<file path="src/rtl/sar_seq_pkg.sv">
package sar_seq_pkg;
  typedef enum logic [1:0] {
    FR_IDLE = 2'd0,
    FR_LOW  = 2'd1,
    FR_HIGH = 2'd2,
    FR_GAP  = 2'd3
  } frame_st_t;

  typedef enum logic [2:0] {
    SQ_IDLE    = 3'd0,
    SQ_WR_GO   = 3'd1,
    SQ_WR_WAIT = 3'd2,
    SQ_RD_GO   = 3'd3,
    SQ_RD_WAIT = 3'd4
  } seq_st_t;
endpackage

</file>
<file path="src/rtl/sar_spi_frame.sv">
module sar_spi_frame
  import sar_seq_pkg::*;
#(
  parameter int FRAME_W = 8,
  parameter int HALF    = 2
) (
  input  logic               clk,
  input  logic               rst_n,
  input  logic               go,
  input  logic [FRAME_W-1:0] tx,
  input  logic               miso,
  output logic               sclk,
  output logic               cs_n,
  output logic               mosi,
  output logic               done,
  output logic [FRAME_W-1:0] rx
);
  localparam int CW = (HALF > 1) ? $clog2(HALF) : 1;
  localparam int BW = (FRAME_W > 1) ? $clog2(FRAME_W) : 1;
  localparam logic [CW-1:0] DIV_END = CW'(HALF - 1);
  localparam logic [BW-1:0] BIT_END = BW'(FRAME_W - 1);

  frame_st_t          st_q, st_n;
  logic [CW-1:0]      div_q, div_n;
  logic [BW-1:0]      bit_q, bit_n;
  logic [FRAME_W-1:0] tx_q, tx_n, rx_q, rx_n;
  logic               sclk_q, sclk_n, cs_q, cs_n_d, done_q, done_n;
  logic               div_last;

  assign div_last = (div_q == DIV_END);

  always_comb begin
    st_n   = st_q;
    div_n  = div_q + CW'(1);
    bit_n  = bit_q;
    tx_n   = tx_q;
    rx_n   = rx_q;
    sclk_n = sclk_q;
    cs_n_d = cs_q;
    done_n = 1'b0;
    case (st_q)
      FR_IDLE: begin
        div_n = '0;
        if (go) begin
          tx_n   = tx;
          cs_n_d = 1'b0;
          bit_n  = '0;
          st_n   = FR_LOW;
        end
      end
      FR_LOW: if (div_last) begin
        div_n  = '0;
        sclk_n = 1'b1;
        rx_n   = {rx_q[FRAME_W-2:0], miso};
        st_n   = FR_HIGH;
      end
      FR_HIGH: if (div_last) begin
        div_n  = '0;
        sclk_n = 1'b0;
        if (bit_q == BIT_END) begin
          cs_n_d = 1'b1;
          st_n   = FR_GAP;
        end else begin
          bit_n = bit_q + BW'(1);
          tx_n  = {tx_q[FRAME_W-2:0], 1'b0};
          st_n  = FR_LOW;
        end
      end
      FR_GAP: if (div_last) begin
        div_n  = '0;
        done_n = 1'b1;
        st_n   = FR_IDLE;
      end
      default: st_n = FR_IDLE;
    endcase
  end

  always_ff @(posedge clk or negedge rst_n) begin
    if (!rst_n) begin
      st_q   <= FR_IDLE;
      div_q  <= '0;
      bit_q  <= '0;
      tx_q   <= '0;
      rx_q   <= '0;
      sclk_q <= 1'b0;
      cs_q   <= 1'b1;
      done_q <= 1'b0;
    end else begin
      st_q   <= st_n;
      div_q  <= div_n;
      bit_q  <= bit_n;
      tx_q   <= tx_n;
      rx_q   <= rx_n;
      sclk_q <= sclk_n;
      cs_q   <= cs_n_d;
      done_q <= done_n;
    end
  end

  assign sclk = sclk_q;
  assign cs_n = cs_q;
  assign mosi = tx_q[FRAME_W-1];
  assign done = done_q;
  assign rx   = rx_q;
endmodule

</file>
<file path="src/rtl/sar_result_fmt.sv">
module sar_result_fmt #(
  parameter int DAC_W    = 7,
  parameter int MIN_CODE = 20
) (
  input  logic [DAC_W-1:0] raw,
  input  logic             gng,
  output logic [DAC_W-1:0] code,
  output logic             under
);
  localparam logic [DAC_W-1:0] FLOOR = DAC_W'(MIN_CODE);

  always_comb begin
    under = !gng && (raw < FLOOR);
    code  = under ? FLOOR : raw;
  end
endmodule

</file>
<file path="src/rtl/sar_trial_ctrl.sv">
module sar_trial_ctrl
  import sar_seq_pkg::*;
#(
  parameter int DAC_W    = 7,
  parameter int FRAME_W  = 8,
  parameter int NUM_CH   = 3,
  parameter int CH_LSB   = 5,
  parameter int MIN_CODE = 20
) (
  input  logic               clk,
  input  logic               rst_n,
  input  logic               start,
  input  logic [1:0]         chan_sel,
  input  logic               mode_gng,
  input  logic [DAC_W-1:0]   limit,
  input  logic               frm_done,
  input  logic [FRAME_W-1:0] frm_rx,
  output logic               frm_go,
  output logic [FRAME_W-1:0] frm_tx,
  output logic               busy,
  output logic               done,
  output logic [DAC_W-1:0]   result,
  output logic               pass,
  output logic               underrange
);
  localparam int IW  = (DAC_W > 1) ? $clog2(DAC_W) : 1;
  localparam int CHW = (NUM_CH > 1) ? $clog2(NUM_CH) : 1;
  localparam logic [IW-1:0]    TOP_IDX = IW'(DAC_W - 1);
  localparam logic [DAC_W-1:0] FLOOR   = DAC_W'(MIN_CODE);
  localparam logic [DAC_W-1:0] FIRST   = {1'b1, {(DAC_W-1){1'b0}}};

  seq_st_t          st_q, st_n;
  logic [DAC_W-1:0] trial_q, trial_n;
  logic [IW-1:0]    idx_q, idx_n, idx_m1;
  logic [CHW-1:0]   ch_q, ch_n;
  logic             gng_q, gng_n;
  logic [DAC_W-1:0] res_q, res_n;
  logic             pass_q, pass_n, und_q, und_n, done_q, done_n;
  logic [NUM_CH-1:0] cmp_vec;
  logic             sel_bit;
  logic [DAC_W-1:0] fin_raw, fmt_code;
  logic             fmt_under;
  logic [CHW-1:0]   ch_cap;
  logic [DAC_W-1:0] lim_c;

  for (genvar g = 0; g < NUM_CH; g++) begin : g_cmp
    assign cmp_vec[g] = frm_rx[CH_LSB + g];
  end

  assign sel_bit = cmp_vec[ch_q];
  assign idx_m1  = idx_q - IW'(1);
  assign ch_cap  = (32'(chan_sel) >= NUM_CH) ? CHW'(NUM_CH - 1) : CHW'(chan_sel);
  assign lim_c   = (limit < FLOOR) ? FLOOR : limit;

  always_comb begin
    fin_raw = trial_q;
    if (!gng_q && !sel_bit) fin_raw[idx_q] = 1'b0;
  end

  sar_result_fmt #(.DAC_W(DAC_W), .MIN_CODE(MIN_CODE)) u_fmt (
    .raw   (fin_raw),
    .gng   (gng_q),
    .code  (fmt_code),
    .under (fmt_under)
  );

  always_comb begin
    st_n    = st_q;
    trial_n = trial_q;
    idx_n   = idx_q;
    ch_n    = ch_q;
    gng_n   = gng_q;
    res_n   = res_q;
    pass_n  = pass_q;
    und_n   = und_q;
    done_n  = 1'b0;
    case (st_q)
      SQ_IDLE: if (start) begin
        ch_n    = ch_cap;
        gng_n   = mode_gng;
        trial_n = mode_gng ? lim_c : FIRST;
        idx_n   = TOP_IDX;
        st_n    = SQ_WR_GO;
      end
      SQ_WR_GO:   st_n = SQ_WR_WAIT;
      SQ_WR_WAIT: if (frm_done) st_n = SQ_RD_GO;
      SQ_RD_GO:   st_n = SQ_RD_WAIT;
      SQ_RD_WAIT: if (frm_done) begin
        if (gng_q || idx_q == '0) begin
          res_n  = fmt_code;
          und_n  = fmt_under;
          pass_n = gng_q && sel_bit;
          done_n = 1'b1;
          st_n   = SQ_IDLE;
        end else begin
          trial_n         = fin_raw;
          trial_n[idx_m1] = 1'b1;
          idx_n           = idx_m1;
          st_n            = SQ_WR_GO;
        end
      end
      default: st_n = SQ_IDLE;
    endcase
  end

  always_ff @(posedge clk or negedge rst_n) begin
    if (!rst_n) begin
      st_q    <= SQ_IDLE;
      trial_q <= FIRST;
      idx_q   <= TOP_IDX;
      ch_q    <= '0;
      gng_q   <= 1'b0;
      res_q   <= '0;
      pass_q  <= 1'b0;
      und_q   <= 1'b0;
      done_q  <= 1'b0;
    end else begin
      st_q    <= st_n;
      trial_q <= trial_n;
      idx_q   <= idx_n;
      ch_q    <= ch_n;
      gng_q   <= gng_n;
      res_q   <= res_n;
      pass_q  <= pass_n;
      und_q   <= und_n;
      done_q  <= done_n;
    end
  end

  assign frm_go     = (st_q == SQ_WR_GO) || (st_q == SQ_RD_GO);
  assign frm_tx     = {1'b1, trial_q};
  assign busy       = (st_q != SQ_IDLE);
  assign done       = done_q;
  assign result     = res_q;
  assign pass       = pass_q;
  assign underrange = und_q;
endmodule

</file>
<file path="src/rtl/cmp_sar_seq.sv">
module cmp_sar_seq #(
  parameter int DAC_W    = 7,
  parameter int NUM_CH   = 3,
  parameter int CH_LSB   = 5,
  parameter int MIN_CODE = 20,
  parameter int HALF     = 2
) (
  input  logic             clk,
  input  logic             rst_n,
  input  logic             start,
  input  logic [1:0]       chan_sel,
  input  logic             mode_gng,
  input  logic [DAC_W-1:0] limit,
  output logic             busy,
  output logic             done,
  output logic [DAC_W-1:0] result,
  output logic             pass,
  output logic             underrange,
  output logic             sclk,
  output logic             mosi,
  input  logic             miso,
  output logic             cs_n
);
  localparam int FRAME_W = DAC_W + 1;

  logic [1:0]         rst_sync;
  logic               rst_int_n;
  logic               frm_go, frm_done;
  logic [FRAME_W-1:0] frm_tx, frm_rx;

  always_ff @(posedge clk or negedge rst_n) begin
    if (!rst_n) rst_sync <= 2'b00;
    else        rst_sync <= {rst_sync[0], 1'b1};
  end
  assign rst_int_n = rst_sync[1];

  sar_spi_frame #(.FRAME_W(FRAME_W), .HALF(HALF)) u_frame (
    .clk   (clk),
    .rst_n (rst_int_n),
    .go    (frm_go),
    .tx    (frm_tx),
    .miso  (miso),
    .sclk  (sclk),
    .cs_n  (cs_n),
    .mosi  (mosi),
    .done  (frm_done),
    .rx    (frm_rx)
  );

  sar_trial_ctrl #(
    .DAC_W(DAC_W), .FRAME_W(FRAME_W), .NUM_CH(NUM_CH),
    .CH_LSB(CH_LSB), .MIN_CODE(MIN_CODE)
  ) u_ctrl (
    .clk        (clk),
    .rst_n      (rst_int_n),
    .start      (start),
    .chan_sel   (chan_sel),
    .mode_gng   (mode_gng),
    .limit      (limit),
    .frm_done   (frm_done),
    .frm_rx     (frm_rx),
    .frm_go     (frm_go),
    .frm_tx     (frm_tx),
    .busy       (busy),
    .done       (done),
    .result     (result),
    .pass       (pass),
    .underrange (underrange)
  );
endmodule

</file>
<file path="config.mk">
export PLATFORM = sky130hd
export DESIGN_NAME = cmp_sar_seq
export DESIGN_NICKNAME = d
export VERILOG_FILES = /design/src/rtl/sar_seq_pkg.sv /design/src/rtl/sar_spi_frame.sv /design/src/rtl/sar_result_fmt.sv /design/src/rtl/sar_trial_ctrl.sv /design/src/rtl/cmp_sar_seq.sv
export SDC_FILE = /design/constraint.sdc
export NUM_CORES = 1
export LEC_CHECK = 0
export ABC_CLOCK_PERIOD_IN_PS = 1520
export BUFFER_PORTS_ARGS = -buffer_cell sky130_fd_sc_hd__buf_2
export CAP_MARGIN = 20
export CORE_ASPECT_RATIO = 1.5
export CORE_UTILIZATION = 45
export CTS_CLUSTER_SIZE = 14
export DETAILED_ROUTE_END_ITERATION = 10
export PLACE_DENSITY_LB_ADDON = 0.08
export SETUP_SLACK_MARGIN = 0.15
export SLEW_MARGIN = 20
export SYNTH_ARGS = -nofsm -noshare
export SYNTH_HDL_FRONTEND = slang
export SYNTH_SLANG_ARGS = --single-unit
</file>
<file path="constraint.sdc">
create_clock -name clk -period 1.52 [get_ports clk]
set_clock_uncertainty 0.05 [all_clocks]
set_input_delay 0.152 -clock clk [delete_from_list [all_inputs] [get_ports clk]]
set_output_delay 0.152 -clock clk [all_outputs]
set_load 0.005 [all_outputs]
</file>
* Word-level counts from Yosys, hierarchy flattened
Index checks and enable logic that the tools add are counted.
W data, S select, Z words.
** Operators by class
- Add/sub/neg operators :: 3
- Multipliers :: 0
- Divide/modulo/power cells :: 0
- $lt $le $gt $ge :: 8
- Eq/ne operators :: 18
- Shifts and indexed selects :: 0
- Mux-type cells :: 52
- Bitwise logic cells :: 3
- Reduce and logical (&&, ||, !) cells :: 26
** Operators with widths (count)
- $mux W7 :: 7
- $mux W3 :: 9
- $mux W8 :: 3
- $pmux W8 S2 :: 1
- $reduce_and A4 Y1 :: 4
- $mux W1 :: 15
- $pmux W3 S5 :: 1
- $lt A7 B5 Y1 const B :: 2
- $pmux W7 S2 :: 1
- $mux W2 :: 6
- $ne A2 B1 Y1 const B :: 6
- $pmux W3 S2 :: 2
- $reduce_and A3 Y1 :: 3
- $lt A3 B4 Y1 const B :: 2
- $ne A2 B2 Y1 const B :: 4
- $pmux W2 S4 :: 1
- $and A7 B7 Y7 :: 1
- $not A7 Y7 :: 1
- $or A7 B7 Y7 :: 1
- $demux W1 S3 :: 2
- $eq A3 B2 Y1 const B :: 2
- $eq A3 B3 Y1 const B :: 2
- $ge A3 B1 Y1 const B :: 2
- $logic_not A3 Y1 :: 2
- 18 further kinds :: 30
** Word-level totals
- Bits in registers :: 53
- Bits in latches :: 0
- Memory bits (writable) :: 0
- Memory bits (read-only) :: 0
- Word-level logic and storage cells :: 128
- Memories kept :: 0

* Depth between registers and ports, before layout
- Depth after elaboration :: 11
- Depth in mapped cells :: 8

* Modules after synthesis
A second synthesis with hierarchy kept.
** Second synthesis, totals
- Cell total of the unflattened synthesis :: 257
- Area, all modules :: 2859.0 sq um
** By module, submodules not included
- sar_trial_ctrl :: times used 1, cells each 158, area each 1535.2 sq um, seq. area each 654.4 sq um
- sar_spi_frame :: times used 1, cells each 86, area each 1197.4 sq um, seq. area each 626.9 sq um
- sar_result_fmt :: times used 1, cells each 10, area each 72.6 sq um, seq. area each 0.0 sq um
- cmp_sar_seq :: times used 1, cells each 3, area each 53.8 sq um, seq. area each 50.0 sq um

* Worst setup path before layout
Ideal clock, no wire load.
- Kind :: reg2reg
- Start point :: register u_ctrl.idx_q[1]
- End point :: register u_ctrl.trial_q[4]
- Setup time :: 88 ps
- Arrival :: 1848 ps
- Data required time :: 1382 ps
- Slack :: -465 ps
- Cell stages (with the launch flop) :: 8
- Buffers on the path :: 1
- Period minus slack after synthesis :: 1985 ps
- Cells stage by stage :: dfstp_2 clkbuf_1 inv_1 ha_1 xor2_1 nand2_1 o32a_1 o211ai_1
** On the way
- Longest elaborated chain between the ends :: 11
** RTL lines
- start, declared :: line sar_trial_ctrl.sv:34 : logic [IW-1:0] idx_q, idx_n, idx_m1;
- start signal, assigned :: line sar_trial_ctrl.sv:120 : idx_q <= idx_n;
- branches (longest 11 deep; another with $lt A3 B4 Y1)
- end signal, assigned :: line sar_trial_ctrl.sv:119 : trial_q <= trial_n;
- end, declared :: line sar_trial_ctrl.sv:33 : logic [DAC_W-1:0] trial_q, trial_n;
Parallel ways; which one is timed is not known. The select of a mux whose other input is x is not followed.
A chain may end at the register's enable or synchronous reset.

* Worst setup path in the final report
- Start point :: register u_ctrl.st_q[0]
- End point :: register u_ctrl.trial_q[3]
** On the way
- Longest elaborated chain between the ends :: 3
** RTL lines
- start, declared :: line sar_trial_ctrl.sv:32 : seq_st_t st_q, st_n;
- start signal, assigned :: line sar_trial_ctrl.sv:118 : st_q <= st_n;
- $eq A3 B3 Y1 / $logic_not A3 Y1 (equally long branches) :: line sar_trial_ctrl.sv:77 : case (st_q)
- $ne A2 B2 Y1 (no source line) (tied with other cells)
- $reduce_and A4 Y1 (no source line)
Several ways; a longest one is shown, not always the timed one.

==> qor.csv <==
metric;value;unit
status;complete, but fails checks;
violations;negative setup slack;
drt_iter0_drc;108;
place.gp.congestion;0.9011;
avgRoutedWirePerCell;17.48;um
r2r-start;u_ctrl.st_q[0];
syn-mean-instance-area;10.54;um^2
min_path_type;reg2async;
slew_violations;0;
diodes;0;
die_y;96.28;um
cts_root_buffer;clkbuf_8;
combPwrFrac;8.8;%
switchingPower;617.6;uW
h-tree-depth;2;
netlist.area_leader.share;45.99;%
synthTopCellsByArea;dfrtp_1 (46%), dfstp_2 (3.9%), nand2_1 (3.8%), mux2i_1 (3.4%), mux2_2 (3.4%);
placed_area;3507;um^2
async_flop_share;100.0;%
grt_pass1_vias;2476;
powerDensity;654.6;nW/um^2
arrival;1.92;ns
synthTopCellsByCount;dfrtp_1 (49), nand2_1 (27), nor2_1 (16), o21ai_0 (15), o211ai_1 (10);
startpoint;u_ctrl.st_q[0];
placed_cells;406;
grt_pass1_wl;11610;um
worst_setup_path_start_kind;flip-flop;
p_sw_share;22.79;%
p_int;2093;uW
ys_seq_elements;53;
drtPass1Iterations;4;
cts_max_path_buffers;2;
clk_pin_slew;0.10;ns
dp_hpwl;5294;um
synth_flop_cell;dfrtp_1;
io_pins;28;
endpoint_kind;flip-flop;
hold_viol_final;0;
core_area;5743;um^2
fmax;0.5768;GHz
grt_max_degree;20;
setup_viol_count_final;37;
synth_cell_types;57;
viasPerCell;5.642;
synth_edf_count;0;
antenna_found_initial;0;
grt_usage;25.03;%
layout-drive-gt1-share;55.19;%
leakagePower;0.001830;uW
syn_inst;253;
cts_tree;done;
area_delta_synth_final;55.28;%
dieWidth;64.85;um
die_area;6243;um^2
cp_max_fo;7;
rows;34;
required;1.71;ns
ir_drop;0.4769;mV
cts.sink_count;53;
fin_area;4140;um^2
rsz0062_at_grt;yes;
fin_crit_sh;114.1;%
synth_largest_area_cell;dfrtp_1;
max-cap-violations;0;
ant_nets;0;
vias;2471;
finish.utilization;72.09;%
yosys.cell_count.top_type;dfrtp_1;
initial_core_util;46.43;%
nets;383;
yosysSeqAreaShare;49.93;%
numCtsBuffers;5;
holdWs;0.01378;ns
wl;7655;um
worstSetupPathType;reg2reg;
final_cells;438;
clock_latency;0.30;ns
grt-ovfl-total;0;
drc;0;
io_buffers;27;
ys_warn_count;0;
p_clk_share;37.1;%
syn_area;2666;um^2
p_seq_share;54.1;%
layout_setup_ws;-0.2136;ns
timing.final.crit_period;1.734;ns
synth_nets;271;
## critical path: stages, from the launching register on
cell     delay, ns
dfrtp_2       0.43
buf_6         0.13
nor3b_4       0.21
buf_12        0.16
nand3_4       0.09
or4_1         0.48
nand4_1       0.12
## state kept, by name, summed over array words and instances (netlist names)
name	cells
rst_sync	2
u_ctrl.ch_q	2
u_ctrl.done	1
u_ctrl.gng_q	1
u_ctrl.idx_q	3
u_ctrl.pass	1
u_ctrl.result	7
u_ctrl.st_q	3
u_ctrl.trial_q	7
u_ctrl.underrange	1
u_frame.bit_q	3
u_frame.cs_n	1
u_frame.div_last	1
u_frame.done	1
u_frame.rx	8
u_frame.sclk	1
u_frame.st_q	2
u_frame.tx_q	8
## routing by layer
layer / wire [um] / GRT usage [%] / part of all wire (%)
met5: 0 / 0 / 0
met2: 4160 / 47.31 / 54
met4: 395 / 14.81 / 5.2
met1: 2876 / 25.77 / 38
met3: 221 / 3.318 / 2.9
## final timing paths
check	to	slack (ns)	depth (start not counted)
worst max-delay path	u_ctrl.trial_q[3]	-0.21	6
max in group asynchronous	u_frame.cs_n	0.89	1
min in group clk	u_frame.rx[0]	0.03	2
worst min register to register	u_frame.sclk	0.01	0
worst min-delay path	u_frame.sclk	0.01	0
worst max register to register	u_ctrl.trial_q[3]	-0.21	6
## cells by family (layout without fill, tap and decap cells)
logic type,after synthesis,after routing,share of synthesized area [%]
compound gates,75,75,20.23
xor+xnor,2,2,0.6571
fa+ha+maj,4,4,1.877
buf+inv,21,134,3.848
flops,53,53,49.93
mux,17,17,6.758
other cells,1,1,0.1406
simple gates,80,80,16.57
## per-stage QoR
step / worst slack, ns / TNS, ns / power [uW]
final: -0.2136 / -5.018 / 2710
after global routing: -0.2821 / -7.133 / 2798
after CTS: -0.2042 / -3.896 / 2721
after detailed placement: -0.2149 / -3.697 / 1694
after global placement: -0.1837 / -3.315 / 1689
after floorplan: -0.2041 / -2.917 / 1583
## area by class of cell
type | instances | area [um^2]
clock buffer | 7 | 86.33
fill | 424 | 1603
clock inverter | 1 | 30.03
timing repair buffer | 116 | 979.7
sequential | 53 | 1338
multi-input combinational | 179 | 1562
inverter | 9 | 48.80
timing repair inverter | 1 | 6.256
tap | 72 | 90.09
## power groups by stage
stage	clock [uW]	combinational (uW)	sequential, uW
after global placement	0	197	1490
final	1000	238	1470
after detailed placement	0	201	1490
after floorplan	0	81.6	1500
after CTS	1030	225	1470
after global routing	1070	258	1470
## layout by cell type, fill, tap and decap left out, drive strengths merged, types with 2 or more instances in the layout
cell,instances
buf,113
dfrtp,49
nand2,27
o21ai,18
nor2,16
a21oi,12
o211ai,10
inv,10
mux2i,9
clkbuf,8
mux2,8
nand3b,6
a31oi,6
nand3,6
nor2b,5
dfstp,4
nand2b,4
ha,4
a22o,3
a211oi,3
o31ai,3
or3,3
or3b,2
a221oi,2
nor3,2
a32oi,2
o2111ai,2
o31a,2
a21o,2
or4,2
dlygate4sd3,2
nor3b,2
nor4b,2
## repair_timing
item,in CTS,in global routing
gates resized for setup,47,36
hold buffers,2,0
gates cloned,1,1
hold endpoints to repair,3,0
pin swaps,18,13
buffers inserted,11,9
endpoints found under the setup margin,40,47
Power figures use the tool's default switching activity.
